--- config.mk ---
export PLATFORM = sky130hd
export DESIGN_NAME = flash_status_resp
export DESIGN_NICKNAME = d
export VERILOG_FILES = /design/src/rtl/fsr_pkg.sv /design/src/rtl/fsr_ctrl.sv /design/src/rtl/fsr_data.sv /design/src/rtl/flash_status_resp.sv
export SDC_FILE = /design/constraint.sdc
export NUM_CORES = 1
export LEC_CHECK = 0
export BUFFER_PORTS_ARGS = -buffer_cell sky130_fd_sc_hd__buf_2
export CORE_AREA = 2 2 96 98
export DETAILED_ROUTE_END_ITERATION = 12
export DIE_AREA = 0 0 98 100
export PLACE_DENSITY = 0.53
export SLEW_MARGIN = 10
export SYNTH_ARGS = -nofsm -noshare
export SYNTH_HDL_FRONTEND = slang
export SYNTH_HIERARCHICAL = 1
export SYNTH_SLANG_ARGS = --single-unit
--- constraint.sdc ---
create_clock -name clk -period 7.6 [get_ports clk]
set_clock_uncertainty 0.2 [all_clocks]
set_input_delay 0.38 -clock clk [delete_from_list [all_inputs] [get_ports clk]]
set_output_delay 0.38 -clock clk [all_outputs]
set_load 0.01 [all_outputs]
--- src/rtl/fsr_pkg.sv ---
`timescale 1ns/1ps
package fsr_pkg;

  typedef enum logic [2:0] {
    ST_ARRAY = 3'd0,
    ST_PROG  = 3'd1,
    ST_ERASE = 3'd2,
    ST_GUARD = 3'd3,
    ST_SUSP  = 3'd4,
    ST_SPROG = 3'd5
  } fsrState_t;

  typedef struct packed {
    logic statusMode;
    logic pullLow;
  } fsrStrobe_t;

  localparam logic [1:0] OP_PROGRAM = 2'b01;
  localparam logic [1:0] OP_ERASE   = 2'b10;

endpackage

--- src/rtl/fsr_ctrl.sv ---
`timescale 1ns/1ps
module fsr_ctrl
  import fsr_pkg::*;
#(
  parameter int PROG_CYCLES     = 2000,
  parameter int ERASE_CYCLES    = 50000,
  parameter int GUARD_PROG_CYC  = 250,
  parameter int GUARD_ERASE_CYC = 100000,
  parameter int CNT_W           = 17
) (
  input  logic       clk,
  input  logic       rstN,
  input  logic       cmdDone,
  input  logic [1:0] opKind,
  input  logic       targetProt,
  input  logic       suspReq,
  input  logic       resumeReq,
  output fsrStrobe_t strobe
);

  localparam logic [CNT_W-1:0] PROG_LOAD   = CNT_W'(PROG_CYCLES - 1);
  localparam logic [CNT_W-1:0] ERASE_LOAD  = CNT_W'(ERASE_CYCLES - 1);
  localparam logic [CNT_W-1:0] GPROG_LOAD  = CNT_W'(GUARD_PROG_CYC - 1);
  localparam logic [CNT_W-1:0] GERASE_LOAD = CNT_W'(GUARD_ERASE_CYC - 1);

  fsrState_t        st, stNext;
  logic [CNT_W-1:0] mainCnt, mainNext;
  logic [CNT_W-1:0] subCnt, subNext;
  logic             isProg, isErase;

  assign isProg  = (opKind == OP_PROGRAM);
  assign isErase = (opKind == OP_ERASE);

  always_comb begin
    stNext   = st;
    mainNext = mainCnt;
    subNext  = subCnt;
    unique case (st)
      ST_ARRAY: begin
        if (cmdDone && isProg) begin
          stNext   = targetProt ? ST_GUARD : ST_PROG;
          mainNext = targetProt ? GPROG_LOAD : PROG_LOAD;
        end else if (cmdDone && isErase) begin
          stNext   = targetProt ? ST_GUARD : ST_ERASE;
          mainNext = targetProt ? GERASE_LOAD : ERASE_LOAD;
        end
      end
      ST_PROG, ST_GUARD: begin
        if (mainCnt == '0) stNext = ST_ARRAY;
        else               mainNext = mainCnt - 1'b1;
      end
      ST_ERASE: begin
        if (mainCnt == '0)  stNext = ST_ARRAY;
        else if (suspReq)   stNext = ST_SUSP;
        else                mainNext = mainCnt - 1'b1;
      end
      ST_SUSP: begin
        if (cmdDone && isProg) begin
          stNext  = ST_SPROG;
          subNext = targetProt ? GPROG_LOAD : PROG_LOAD;
        end else if (resumeReq) begin
          stNext = ST_ERASE;
        end
      end
      ST_SPROG: begin
        if (subCnt == '0) stNext = ST_SUSP;
        else              subNext = subCnt - 1'b1;
      end
      default: stNext = ST_ARRAY;
    endcase
  end

  always_ff @(posedge clk) begin
    if (!rstN) begin
      st      <= ST_ARRAY;
      mainCnt <= '0;
      subCnt  <= '0;
    end else begin
      st      <= stNext;
      mainCnt <= mainNext;
      subCnt  <= subNext;
    end
  end

  logic activeSt;
  assign activeSt = (st == ST_PROG) || (st == ST_ERASE) ||
                    (st == ST_GUARD) || (st == ST_SPROG);

  always_comb begin
    strobe.statusMode = activeSt;
    strobe.pullLow    = activeSt;
  end

  assert_cmd_busy_R3: assert property (@(posedge clk) disable iff (!rstN)
    (st == ST_ARRAY && cmdDone && (isProg || isErase)) |=> strobe.pullLow);

  assert_suspend_release_R9: assert property (@(posedge clk) disable iff (!rstN)
    (st == ST_ERASE && suspReq && mainCnt != '0) |=> (!strobe.pullLow && !strobe.statusMode));

  assert_progress_frozen_R9: assert property (@(posedge clk) disable iff (!rstN)
    (st == ST_SUSP || st == ST_SPROG) |=> $stable(mainCnt));

  assert_no_spurious_busy_R11: assert property (@(posedge clk) disable iff (!rstN)
    (!strobe.pullLow && !cmdDone && !resumeReq) |=> !strobe.pullLow);

  assert_sprog_returns_R10: assert property (@(posedge clk) disable iff (!rstN)
    (st == ST_SPROG && subCnt == '0) |=> (st == ST_SUSP));

endmodule

--- src/rtl/fsr_data.sv ---
`timescale 1ns/1ps
module fsr_data
  import fsr_pkg::*;
#(
  parameter int DATA_W     = 16,
  parameter int TOGGLE_BIT = 6
) (
  input  logic              clk,
  input  logic              rstN,
  input  logic              ceN,
  input  logic              oeN,
  input  logic [DATA_W-1:0] arrayData,
  input  fsrStrobe_t        strobe,
  output logic [DATA_W-1:0] dataOut,
  output logic              rdyBusyDrvLow
);

  logic rdNow, rdPrev, readBegin, toggleQ;
  logic [DATA_W-1:0] statusWord;

  assign rdNow     = ~ceN & ~oeN;
  assign readBegin = rdNow & ~rdPrev;

  always_ff @(posedge clk) begin
    if (!rstN) begin
      rdPrev  <= 1'b0;
      toggleQ <= 1'b0;
    end else begin
      rdPrev <= rdNow;
      if (readBegin && strobe.statusMode) toggleQ <= ~toggleQ;
    end
  end

  always_comb begin
    statusWord             = '0;
    statusWord[TOGGLE_BIT] = toggleQ;
    if (!rdNow)                 dataOut = '0;
    else if (strobe.statusMode) dataOut = statusWord;
    else                        dataOut = arrayData;
  end

  assign rdyBusyDrvLow = strobe.pullLow;

  assert_idle_hold_R7: assert property (@(posedge clk) disable iff (!rstN)
    !strobe.statusMode |=> $stable(toggleQ));

  assert_noread_hold_R7: assert property (@(posedge clk) disable iff (!rstN)
    !rdNow |=> $stable(toggleQ));

  assert_flip_on_read_R12: assert property (@(posedge clk) disable iff (!rstN)
    (strobe.statusMode && readBegin) |=> (toggleQ != $past(toggleQ)));

endmodule

--- src/rtl/flash_status_resp.sv ---
`timescale 1ns/1ps
module flash_status_resp
  import fsr_pkg::*;
#(
  parameter int DATA_W        = 16,
  parameter int TOGGLE_BIT    = 6,
  parameter int CLK_MHZ       = 250,
  parameter int PROT_PROG_US  = 1,
  parameter int PROT_ERASE_US = 400,
  parameter int PROG_CYCLES   = 2000,
  parameter int ERASE_CYCLES  = 50000
) (
  input  logic              clk,
  input  logic              rstN,
  input  logic              ceN,
  input  logic              oeN,
  input  logic              cmdDone,
  input  logic [1:0]        opKind,
  input  logic              targetProt,
  input  logic              suspReq,
  input  logic              resumeReq,
  input  logic [DATA_W-1:0] arrayData,
  output logic [DATA_W-1:0] dataOut,
  output logic              rdyBusyDrvLow
);

  localparam int GUARD_PROG_CYC  = CLK_MHZ * PROT_PROG_US;
  localparam int GUARD_ERASE_CYC = CLK_MHZ * PROT_ERASE_US;
  localparam int MAX_A  = (PROG_CYCLES > ERASE_CYCLES) ? PROG_CYCLES : ERASE_CYCLES;
  localparam int MAX_B  = (GUARD_PROG_CYC > GUARD_ERASE_CYC) ? GUARD_PROG_CYC : GUARD_ERASE_CYC;
  localparam int MAX_C  = (MAX_A > MAX_B) ? MAX_A : MAX_B;
  localparam int CNT_W  = $clog2(MAX_C + 1);

  fsrStrobe_t strobe;

  fsr_ctrl #(
    .PROG_CYCLES    (PROG_CYCLES),
    .ERASE_CYCLES   (ERASE_CYCLES),
    .GUARD_PROG_CYC (GUARD_PROG_CYC),
    .GUARD_ERASE_CYC(GUARD_ERASE_CYC),
    .CNT_W          (CNT_W)
  ) u_ctrl (
    .clk       (clk),
    .rstN      (rstN),
    .cmdDone   (cmdDone),
    .opKind    (opKind),
    .targetProt(targetProt),
    .suspReq   (suspReq),
    .resumeReq (resumeReq),
    .strobe    (strobe)
  );

  fsr_data #(
    .DATA_W    (DATA_W),
    .TOGGLE_BIT(TOGGLE_BIT)
  ) u_data (
    .clk          (clk),
    .rstN         (rstN),
    .ceN          (ceN),
    .oeN          (oeN),
    .arrayData    (arrayData),
    .strobe       (strobe),
    .dataOut      (dataOut),
    .rdyBusyDrvLow(rdyBusyDrvLow)
  );

endmodule

Word-level counts from Yosys, hierarchy flattened
Cells that the tools add are included.

Register bits: 39. Input port bits: 26.

$add $sub $neg: 2. Equal/unequal tests: 17. Muxes and demuxes: 24. Bitwise gates (word level): 6. Reduce and logical (&&, ||, !) cells: 15.

Operators by type and width (count): 17-bit two-way mux (8); 17-bit case mux with 3 select lines (1); 17-bit zero test (2); 17-bit case mux with 2 select lines (1); 17-bit by 1-bit subtractor with 17-bit output (second input constant) (2); 16-bit two-way mux (2); 3-bit two-way mux (8); 3-bit case mux with 5 select lines (1); 11-bit two-way mux (1); 5-bit AND reduction (2); 2-bit inequality test (second input constant) (4); 3-bit by 2-bit equality test with 1-bit output (second input constant) (2); 3-bit equality test (second input constant) (2); 2-bit by 1-bit inequality test with 1-bit output (second input constant) (3); 3-bit by 2-bit inequality test with 1-bit output (second input constant) (2); 1-bit inverter (4); 3-bit by 1-bit equality test with 1-bit output (second input constant) (1); 1-bit logical AND (3); 3-bit zero test (1); 1-bit logical OR (3); 3-bit by 1-bit inequality test with 1-bit output (second input constant) (1); 3-bit AND reduction (1); 3-bit nonzero test (1); 1-bit bitwise AND (2); other kinds (6) (6).

Depth between registers and ports, before layout
Depth after elaboration: 6. Mapped depth: 8. Gate-level depth less buffers: 7.

Modules after synthesis
Netlist, hierarchy kept.

By module, submodules not included: fsr_ctrl (times used 1, cells each 310, area each 2364.8 µm², seq. area each 740.7 µm²); fsr_data (times used 1, cells each 27, area each 226.5 µm², seq. area each 40.0 µm²).

Worst setup path before layout
No wires, ideal clock.

Kind: flip-flop to flip-flop. Start point: register u_ctrl.subCnt[10]. End point: register u_ctrl.st[0]. Arrival: 2.340 ns. Data required time: 7.328 ns. Slack: 4.988 ns. Stages on the path, launching flop included: 6. Path buffers: 0. Path through: dfxtp_1 > or4_4 > or4_4 > o31a_4 > a221oi_4 > mux2i_1.

Word-level cells in the longest chain between the ends: 3.

Ends and longest elaborated chain: from (decl) (RTL line fsr_ctrl.sv:28) `logic [CNT_W-1:0] subCnt, subNext;`; from (signal assigned) (RTL line fsr_ctrl.sv:81) `subCnt <= subNext;`; 17-bit zero test (RTL line fsr_ctrl.sv:66) `if (subCnt == '0) stNext = ST_SUSP;`; 2-bit by 1-bit inequality test with 1-bit output (no line); 5-bit AND reduction (no line); to (signal assigned) (RTL line fsr_ctrl.sv:79) `st <= stNext;`; to (decl) (RTL line fsr_ctrl.sv:26) `fsrState_t st, stNext;`.

Every way passes these cells. A chain may end at the register's enable or synchronous reset.

Worst setup path in the final report
Start point: register u_ctrl.subCnt[2]. End point: register u_ctrl.subCnt[5].

Word-level cells in the longest chain between the ends: 3.

Ends and longest elaborated chain (RTL line): 17-bit by 1-bit subtractor with 17-bit output or 17-bit zero test (tied branches) (fsr_ctrl.sv:67, fsr_ctrl.sv:66); 17-bit two-way mux or 2-bit inequality test (tied branches); 17-bit case mux with 2 select lines or 3-bit AND reduction (tied branches).

Parallel ways exist; a longest one is shown, timed or not. The select of a mux whose other input is x is not followed.

==> run_results.csv <==
group,metric,value,unit
status,outcome,"finished, final reports clean",
route,drt-wirelength-per-cell,13.64,um
floorplanning,die_h,100,um
yosys,mappedNetlistNets,372,
floorplanning,io_pins,43,
yosys,synth.most_common_cell,"dfxtp_1",
route,detailroute.via_count,2494,
global_route,grt_pass1_wl,11400,um
global_route,congestion_overflow_gr,0,
setup_path,start_kind,"flop",
setup_path,critPathRequiredTime,7620,ps
placed_design,dp.final_hpwl,4640,um
min_path,worstHoldPathCells,2,
setup_path,r2r-start,"u_ctrl/subCnt[2]",
setup_path,crit_family,"compound AO/OA/AOI/OAI gates",
power,vdd_ir_drop_max,193.4,uV
sta,timing.final.crit_period,3242,ps
sta,final-setup-viol-count,0,
yosys,synth_warnings,6,
setup_path,path_max_fanout,18,
route,drtIter0Drc,113,
sta,tightestPinTransition,1215,ps
cts,clk_latency,300,ps
cts,cts_max_level,2,
finish,stdcell_area,2965,um2
yosys,synth_simple_gate_area_share,32.25,%
setup_path,slowest_delay,1060,ps
cts,path_clk_slew,80,ps
floorplanning,die_area,9800,um2
yosys,post_synth_mux_area_share,2.318,%
yosys,synth.largest_area_cell,"dfxtp_1",
global_route,track_usage,14.19,%
route,dr.pass1.iters,4,
setup_path,reg2regPathDepth,5,
setup_path,worst-setup-path-type,"flop to flop",
global_route,grt_pass1_vias,2332,
yosys,synth_top_area_share,30.13,%
min_path,whs_endpoint,"u_data/rdPrev",
sta,finalHoldViolCount,0,
yosys,synth_top_family_by_area,"simple AND/OR/NAND/NOR gates",
power,net-switching-power,453.2,uW
yosys,syn-mean-instance-area,7.689,um2
cts,clockBufferDepth,2,
sta,slew_violations,0,
finish,final_util,33.36,%
finish,multi_input_logic_area,1683,um2
min_path,hp-start,"ceN",
global_route,grt_start_max_net_pins,30,
yosys,netlist_instances,337,
cts,cts.repair.resized,0,
finish,sequential_cell_area,780.7,um2
min_path,hp-class,"input pin to flop",
finish,layout-drive-gt1-share,18.33,%
floorplanning,initial_core_utilization,29.15,%
power,internal_power,541.0,uW
floorplanning,floorplan.rows,35,
yosys,yosys_register_bits,39,
yosys,yosys_most_used_dff,"dfxtp_1",
power,p_per_area,335.3,nW/um2
finish,insertedDiodeCount,0,
setup_path,crit_chain,"nor4_1 > nand3_1 > o31ai_2 > o21ai_0 > a21oi_1",
cts,holdBufCountCts,0,
power,pwr-share-clk,16.0,%
cts,clockRootBuffer,"clkbuf_8",
finish,syn_to_final_growth,14.44,%
yosys,synthAdderAreaFrac,4.346,%
floorplanning,placeableCoreArea,8890,um2
finish,fillCellCount,991,
floorplanning,die_width,98,um
sta,post_route_fraction_of_the_period_consumed_by_the_critical_path,42.65,%
yosys,mappedNetlistArea,2591,um2
setup_path,arrival,3260,ps
placed_design,globalplace.congestion,0.7885,
setup_path,rrSetupSlack,4360,ps
setup_path,crit_slowest_cell,"o31ai_2",
power,swShare,45.59,%
sta,timing.setup.tns,0,ps
yosys,synth-xor-area-share,1.352,%
yosys,synth_cell_type_count,58,
route,antenna_violating_nets_post_route,0,
global_route,antenna_found_initial,0,
route,wirelength,6573,um
yosys,post_synth_most_frequent_cells,"dfxtp_1 (39), a21oi_1 (38), nor2_1 (35)",
sta,maxClockFrequency,0.3085,GHz
cts,postCtsSetupBuffers,0,
cts,cts_made_buffers,5,
yosys,asyncSetResetFlopFracSynth,0,%
placed_design,place.port_buffers,42,
setup_path,timing.critical_path.to_type,"flop",
setup_path,critical_path.reg2reg.endpoint,"u_ctrl/subCnt[5]",
yosys,yosys-top-cells-area,"dfxtp_1 (30%), a21oi_1 (7.3%), o21ai_0 (5.8%)",
cts,tritoncts,"yes",
yosys,synth_compound_area_share,24.53,%
power,power.share.sequential,30.9,%
run,max_cap_viol_count,0,
sta,maxSlewHeadroom,18.48,%
yosys,number_of_enable_type_register_cells_in_the_synthesized_netlist,0,
finish,final_nets,405,
cts,cts_num_sinks,39,
sta,rsz0062_at_grt,"false",
route,viasPerCell,5.174,
power,p_leak,0.001176,uW
yosys,seq_area_frac_synth,30.13,%
power,part_of_the_power_in_combinational_logic,53.1,%
setup_path,worstSetupStartpoint,"u_ctrl/subCnt[2]",
placed_design,placement.cell_area,2865,um2
setup_path,cp.buffers_inverters,0,
route,drcViolationCount,0,
per-layer routing:
metal / global-route usage (%) / vias up / wire (um)
met2: 23.50 / 29 / 3228
met1: 18.43 / 1159 / 3067
met4: 4.380 / 0 / 89
met5: 0 / - / 0
li1: - / 1302 / -
met3: 3.343 / 4 / 187
placed cells by master (no fill, tap or decap), types with 2 or more instances in the layout:
master / n
nand2b_1: 3
nand4_1: 4
a211oi_1: 2
mux2i_1: 6
nor2_1: 35
or2_2: 3
nor4_1: 9
or3_1: 6
buf_2: 42
xor2_1: 3
and2_1: 15
a21oi_1: 38
or4_4: 2
ha_1: 9
o211ai_1: 4
o21ai_1: 2
o21ai_0: 29
o31ai_1: 8
nor3_1: 8
dfxtp_1: 39
and3_1: 3
inv_1: 10
buf_4: 2
nand2_1: 24
clkbuf_8: 7
or4_1: 7
nand4b_1: 2
nor3b_1: 5
o2111ai_1: 2
nand3_1: 12
nor2b_1: 2
power by group through the flow:
stage          registers, uW  clock network [uW]  logic (uW)
6_report                 308                 159         528
5_1_grt                  318                 177         596
4_1_cts                  307                 166         530
3_5_place_dp             312                   0         527
3_3_place_gp             311                   0         525
2_1_floorplan            285                   0         425
sequential cells by signal (all words and copies together), names as in the netlist:
name	count
u_ctrl/mainCnt	17
u_ctrl/subCnt	17
u_ctrl/st	3
u_data/rdPrev	1
u_data/toggleQ	1
cell type report:
type	instances	area share [%]
repair buffers	44	7.595
clock buffers	8	3.376
multi-input cells	270	56.75
inverters	10	1.266
well taps	111	4.684
flip-flops and latches	39	26.33
metrics by stage:
| stage | instances | setup slack, ps | power [uW] | hold slack, ps |
|---|---|---|---|---|
| after CTS | 482 | 4364 | 1003 | 125.2 |
| after global placement | 474 | 4471 | 835.9 | 239.5 |
| after detailed placement | 474 | 4385 | 838.6 | 251.2 |
| final | 482 | 4358 | 994.1 | 133.7 |
| after floorplan | 337 | 4988 | 710.5 | 220.0 |
| after global routing | 482 | 4086 | 1090 | 135.3 |
kinds of logic after synthesis:
logic type / after synthesis
AO/OA/AOI/OAI: 101
XOR/XNOR: 4
adder cells (fa/ha/maj): 9
buffers and inverters: 28
flip-flops: 39
multiplexers: 6
AND/OR/NAND/NOR: 150
worst max path at each step:
stage                       endpoint  slack, ps  cells after the start
floorplan               u_ctrl/st[0]       4990                      5
global placement    u_ctrl/subCnt[5]       4470                      5
detailed placement  u_ctrl/subCnt[5]       4380                      5
CTS                 u_ctrl/subCnt[5]       4360                      5
global route        u_ctrl/subCnt[5]       4090                      5
finish              u_ctrl/subCnt[5]       4360                      5
Power figures use the tool's default switching activity.
